### config.mk
export PLATFORM = sky130hd
export DESIGN_NAME = tx_symbol_req_timer
export DESIGN_NICKNAME = d
export VERILOG_FILES = /design/src/rtl/tx_symbol_req_timer.sv
export SDC_FILE = /design/constraint.sdc
export NUM_CORES = 1
export LEC_CHECK = 0
export BUFFER_PORTS_ARGS = -buffer_cell sky130_fd_sc_hd__buf_2
export CAP_MARGIN = 10
export CORE_MARGIN = 2
export CORE_UTILIZATION = 37
export CTS_BUF_LIST = sky130_fd_sc_hd__clkbuf_8
export CTS_CLUSTER_SIZE = 16
export DETAILED_ROUTE_END_ITERATION = 10
export SKIP_CTS_REPAIR_TIMING = 1
export SKIP_LAST_GASP = 1
export SLEW_MARGIN = 40
export SYNTH_ARGS = -nofsm -noshare
export SYNTH_HDL_FRONTEND = slang
export SYNTH_SLANG_ARGS = --single-unit
export TNS_END_PERCENT = 20
### constraint.sdc
create_clock -name clk -period 5.3 [get_ports clk]
set_input_delay 0.795 -clock clk [delete_from_list [all_inputs] [get_ports clk]]
set_output_delay 0.795 -clock clk [all_outputs]
set_load 0.05 [all_outputs]
### src/rtl/tx_symbol_req_timer.sv
module tx_symbol_req_timer #(
  parameter int CPS_W = 8
) (
  input  logic             clk,
  input  logic             rst_n,
  input  logic             tx_en,
  input  logic             bpsk_mode,
  input  logic [CPS_W-1:0] chips_per_sym,
  input  logic             tx_bit,
  output logic             req,
  output logic             i_bit,
  output logic             q_bit,
  output logic             sym_valid
);

  localparam logic [CPS_W-1:0] MIN_CPS = CPS_W'(4);

  logic [CPS_W-1:0] even_cps, n_eff, last_chip, mid_chip, cnt;
  logic             at_end, at_mid, i_hold;

  assign even_cps  = {chips_per_sym[CPS_W-1:1], 1'b0};
  assign n_eff     = (even_cps < MIN_CPS) ? MIN_CPS : even_cps;
  assign last_chip = n_eff - CPS_W'(1);
  assign mid_chip  = (n_eff >> 1) - CPS_W'(1);
  assign at_end    = cnt >= last_chip;
  assign at_mid    = cnt == mid_chip;
  assign req       = tx_en && (at_end || (!bpsk_mode && at_mid));

  always_ff @(posedge clk or negedge rst_n) begin
    if (!rst_n) begin
      cnt       <= '0;
      sym_valid <= 1'b0;
      i_hold    <= 1'b0;
      i_bit     <= 1'b0;
      q_bit     <= 1'b0;
    end else begin
      sym_valid <= tx_en && at_end;
      if (!tx_en)
        cnt <= '0;
      else
        cnt <= at_end ? '0 : cnt + CPS_W'(1);
      if (tx_en && !bpsk_mode && at_mid)
        i_hold <= tx_bit;
      if (tx_en && at_end) begin
        if (bpsk_mode) begin
          i_bit <= tx_bit;
          q_bit <= 1'b0;
        end else begin
          i_bit <= i_hold;
          q_bit <= tx_bit;
        end
      end
    end
  end

  AST_REQ_ONE_CHIP: assert property (@(posedge clk) disable iff (!rst_n)
    req |=> !req);
  AST_VALID_FOLLOWS_END: assert property (@(posedge clk) disable iff (!rst_n)
    (tx_en && at_end) |=> sym_valid);
  AST_VALID_SINGLE: assert property (@(posedge clk) disable iff (!rst_n)
    sym_valid |=> !sym_valid);
  AST_IDLE_NO_REQ: assert property (@(posedge clk) disable iff (!rst_n)
    !tx_en |-> !req);
  AST_IDLE_CNT_CLEAR: assert property (@(posedge clk) disable iff (!rst_n)
    !tx_en |=> (cnt == '0 && !sym_valid));
  AST_BPSK_Q_ZERO: assert property (@(posedge clk) disable iff (!rst_n)
    (tx_en && at_end && bpsk_mode) |=> !q_bit);
  AST_NEFF_LEGAL: assert property (@(posedge clk) disable iff (!rst_n)
    (n_eff >= MIN_CPS) && !n_eff[0]);

endmodule

Word-level counts from Yosys, hierarchy flattened:

Index checks and enable logic that the tools add are counted.

* logic and storage cells: 23
* bits in registers: 12
* bits of input ports: 13
* memories: 0
* RAM bits: 0
* output and inout bits: 4
* memory bits (read-only): 0
* bits in latches: 0

* reduce and logical (&&, ||, !) cells: 7
* div/mod/pow operators: 0
* order comparisons: 2
* $mul: 0
* bitwise operators: 0
* shift operators: 0
* equality and inequality tests: 1
* multiplexer cells: 5
* add/sub/neg operators: 3

Operators with widths (count)
* 8-bit two-way mux: 3
* 8-bit by 1-bit adder with 8-bit output, second input constant: 1
* 8-bit equality test: 1
* 8-bit >= comparator: 1
* 8-bit by 3-bit < comparator with 1-bit output, second input constant: 1
* 7-bit by 1-bit subtractor with 8-bit output, second input constant: 1
* 8-bit by 1-bit subtractor with 8-bit output, second input constant: 1
* 1-bit logical AND: 5
* 1-bit two-way mux: 2
* 1-bit logical NOT: 1
* 1-bit logical OR: 1

Longest topological paths before layout:

* word-level depth: 7
* gate-level depth with buffers: 14
* depth with buffers taken out: 12

Least setup slack after synthesis:

No wires, ideal clock.

* path kind: input to output
* from: input port chips_per_sym[5]
* to: output port req
* slack: 1.184 ns
* required time: 4.505 ns
* buffers on the path: 2
* cell stages on the path: 14
* data arrival time: 3.321 ns
* path through: buf_2 nor4_1 a21bo_1 ha_1 clkbuf_1 nand2_1 xor2_1 ha_1 o21a_1 o21ai_0 nand2b_1 a31oi_1 nand2b_1 nand2_1

* cells in the longest elaborated chain, start to end: 7
* elaborated cells between the ends (all ways): 9
* classes of those cells: 2 x add/sub; 2 x order compare; 1 x eq/ne; 1 x mux; 3 x reduce/logical

Ends and longest elaborated chain
* start: declaration: RTL line 8 `input logic [CPS_W-1:0] chips_per_sym,`
* 8-bit by 3-bit < comparator with 1-bit output: RTL line 22 `assign n_eff = (even_cps < MIN_CPS) ? MIN_CPS : even_cps;`
* 8-bit two-way mux *: RTL line 22
* parallel branches: the longest is 3 deep, another holds 8-bit by 1-bit subtractor with 8-bit output
* 1-bit logical OR *: RTL line 27 `assign req = tx_en && (at_end || (!bpsk_mode && at_mid));`
* 1-bit logical AND *: RTL line 27
* end: declaration: RTL line 10 `output logic req,`

Mark *: on every way between the ends.

Worst setup path in the final report:

* from: input port chips_per_sym[4]
* to: output port req

The elaborated chain is that of the path after synthesis.

==> results by stage <==
Final layout:
- The proportion of layout cells with a drive suffix above 1 is 20.51%.
- The net count of the finished layout is 140.
- The area growth from synthesis to layout is 16.67%.
- The fill cell total of the finished layout is between 200 and 250.
- 0 antenna diodes ended up in the layout.

Critical path:
- Walking the worst path, the cells encountered are buf_2 > nor4_1 > a21bo_1 > ha_1 > nand2_1 > xor2_1 > ha_1 > o21a_1 > o21ai_0 > nand2b_1 > a31oi_1 > nand2b_1 > nand2_1 > buf_2.
- Counting cells, the worst reg-to-reg path comes to 7.
- STA puts the critical path data arrival time at roughly 3.6 ns.
- The worst flop-to-flop path startpoint is cnt[4].
- The kind of critical path is in2out.
- The endpoint required time on the critical path is ~4.5 ns.
- The type of element capturing the critical path is an output pin.
- The largest stage delay on the critical path is 0.38 ns.
- In this run the critical register-to-register path is captured at q_bit.
- The worst setup path is launched from a primary input.
- Along the worst path, the maximum fanout reaches 6.
- The critical path starts at chips_per_sym[4].
- The setup slack of the most critical reg-to-reg path is just over 3 ns.
- The critical path ends at req.
- The highest-delay cell along the critical path is sky130_fd_sc_hd__nor4_1.

Synthesis:
- Yosys printed 0 warnings.
- In this run the cell area of the synthesized design comes to slightly above 900 um^2.
- The total of flip-flops plus latches after synthesis is 12.
- In this run, distinct cell masters in the synthesized netlist total 32.
- The largest area contributor in the synthesized netlist is sky130_fd_sc_hd__dfrtp_1.
- The gate count of the mapped netlist is ~100.
- After synthesis, the mean cell area works out to around 9.2 um^2.
- The share of synthesized area occupied by flip-flops and latches is between 30% and 40%.
- Synthesis produced a netlist with a net count of 123.
- In this run the biggest area consumer among cell types represents 32.26% of the synthesized area.
- In the post-synthesis netlist, the biggest area contributors are sky130_fd_sc_hd__dfrtp_1, sky130_fd_sc_hd__xor2_1, sky130_fd_sc_hd__ha_1.

Routing:
- The count of antenna-violating nets left after detailed routing is 0.
- The first routing iteration left 4 violations.
- The aggregate routed wire length is a little under 2 mm.
- The sum of met2 wire segment lengths after detailed routing is between 800 and 900 um.
- The number of vias in the routed layout is between 700 and 800.
- The first-pass iteration count of the detailed router is 4.
- In the routed design, unresolved DRC markers number 0.
- The top layer reached by signal wires is met4.
- After detailed routing, the number of vias per cell comes to 5.136.
- Wire segments on met3 add up to 68 um in the final route.
- The met1 routed wirelength after detailed routing is around 940 um.
- The wire length per cell after detailed routing is 13.07 um.

Clocking:
- The number of buffers between clock root and the deepest sink is 2.
- TritonCTS built the clock tree.
- Counting the buffers created by CTS gives 3.
- Counting every sink on the clock net gives 12.
- Clock tree synthesis selected as its root buffer the cell sky130_fd_sc_hd__clkbuf_8.
- The H-tree depth is 1.
- The clock latency on the worst-skew pair is 0.24 ns.
- After clock tree synthesis, the clock-pin slew on the worst setup and hold paths is roughly 0.050 ns.

Floorplanning:
- The area of the die is between 2000 and 3000 um^2.
- The count of boundary I/O pins is 17.
- The starting density of the core is 38.27%.
- The floorplan has 18 rows.
- The core region is between 2000 and 2500 um^2.
- The overall die height is about 54 um.
- The width of the die is ~54 um.

Timing:
- The post-route clock skew is 0.001567 ns.
- The worst path in the final design needs a cycle of 4.368 ns, including I/O delays and setup.
- The final count of negative-setup-slack endpoints is 0.
- For this run, the top clock speed supported by timing is about 230 MHz.
- The number of hold violations in the final report is 0.
- In this run the tightest slew margin relative to its limit is between 70 and 80%.
- Setup repair after global routing left no endpoint under its margin.
- The total count of max-transition violations in the final report is 0.
- For the pin with the worst max-slew slack, the measured transition is 0.3447 ns.
- The final critical path takes up 82.42% of the cycle.
- Setup total negative slack on the finished layout was measured at 0 ns.
- The slack of the critical path is 0.9316 ns.

Min path:
- The path type of the worst min-delay path is in2async.

Global routing:
- The initial antenna violation count was 0.
- The pin count of the biggest net entering global routing is 13.
- The total global routing track utilization is between 10% and 20%.
- The via count of the first global-routing pass is roughly 630.
- The first global-routing pass estimated around 2.9 mm of wire.
- Global routing finished with a remaining overflow of 0.

Outcome:
- The run finished with clean final reports.

Placed design:
- Input and output buffers added on the ports amount to 15.
- The last weighted congestion value of the routability-driven placer is between 0.7 and 0.8.
- The placed wire-length estimate is roughly 1.5 mm.
- OpenSTA, run right after detailed placement, puts the worst setup slack at roughly 0.91 ns.

Run:
- The number of max-capacitance violations reported is 0.

Pwr:
- Summed over all cells, the static leakage comes to about 0.00055 uW.
- The power per unit of standard cell area is approximately 230 nW/um^2.
- VDD sags by at most between 0.15 and 0.2 mV.
- Power comes to 253.8 uW.
[final cells by class]
cell class              count  area (um^2)  share of cell area (%)
multi-input cells          83        606.8                   55.88
flip-flops and latches     12        300.3                   27.65
clock buffers               4        55.05                   5.069
well taps                  30        37.54                   3.456
inverters                   3        11.26                   1.037
repair buffers             15        75.07                   6.912
[worst max-delay path, delay by kind of cell]
family / cells / cell delay [ns]
buffers and inverters: 2 / 0.36
adder cells (fa/ha/maj): 2 / 0.58
AND/OR/NAND/NOR: 5 / 0.91
AO/OA/AOI/OAI: 4 / 0.73
XOR/XNOR: 1 / 0.20
[cells in the mapped netlist (all sizes together)]
library cell / number
xor2: 13
buf: 1
nor4: 2
a21oi: 4
nor2b: 2
nor4b: 1
a21bo: 1
nand3: 5
ha: 9
mux2: 4
or3: 1
nand2b: 2
dfrtp: 12
xnor2: 5
a21o: 1
nor3: 5
nand4: 1
and3: 3
o31a: 1
clkbuf: 2
mux2i: 1
o21ai: 4
inv: 3
nor2: 10
o21a: 1
a31oi: 1
nand2: 6
[metrics by stage]
stage / hold WS (ns) / area [um^2] / cells / util (%)
after CTS: 0.4224 / 1086 / 147 / 44.65
final: 0.4186 / 1086 / 147 / 44.65
after global routing: 0.4356 / 1086 / 147 / 44.65
after detailed placement: 0.4841 / 1031 / 143 / 42.39
after global placement: 0.4726 / 1031 / 143 / 42.39
after floorplan: 0.4602 / 930.9 / 101 / -
[power breakdown]
part / internal [uW] / switching [uW] / leakage, uW / total (uW)
combinational: 21.4 / 30.0 / 0.000362 / 51.4
clock: 65.7 / 33.9 / 0.0000288 / 99.6
sequential: 96.8 / 5.98 / 0.000164 / 103
total: 184 / 69.9 / 0.000555 / 254
[metal layers]
metal	GRT usage [%]	vias to the layer above
met5	0	-
met4	8.750	0
met3	1.667	4
met2	21.89	13
met1	18.66	355
li1	-	383
[cells by family (layout without fill, tap and decap cells)]
| family | count (synthesis) | count (layout) | synth area share [%] |
|---|---|---|---|
| AOI/OAI and AO/OA | 13 | 13 | 9.005 |
| adders and majority gates | 9 | 9 | 12.10 |
| buffers and inverters | 6 | 22 | 2.553 |
| xor gates and xnor gates | 18 | 18 | 16.94 |
| muxes | 5 | 5 | 5.914 |
| DFF | 12 | 12 | 32.26 |
| and+or+nand+nor | 38 | 38 | 21.24 |
[state kept, by name, summed over array words and instances (netlist names)]
| signal | cells |
|---|---|
| cnt | 8 |
| i_bit | 1 |
| i_hold | 1 |
| q_bit | 1 |
| sym_valid | 1 |
[cell usage in the layout, fill, tap and decap left out, drive strengths merged, types with 4 or more instances in the layout]
cell type / instances
buf: 15
xor2: 13
dfrtp: 12
nor2: 10
ha: 9
nand2: 6
xnor2: 5
nand3: 5
nor3: 5
clkbuf: 4
a21oi: 4
o21ai: 4
mux2: 4
[how the worst min path moves through the flow]
stage / start / endpoint / slack (ns) / depth (start not counted)
finish: rst_n / i_bit / 0.42 / 1
global route: rst_n / cnt[3] / 0.44 / 1
global placement: i_bit / i_bit / 0.47 / 1
detailed placement: i_bit / i_bit / 0.48 / 1
floorplan: i_hold / i_hold / 0.46 / 1
CTS: rst_n / i_bit / 0.42 / 1
Power figures use the tool's default switching activity.
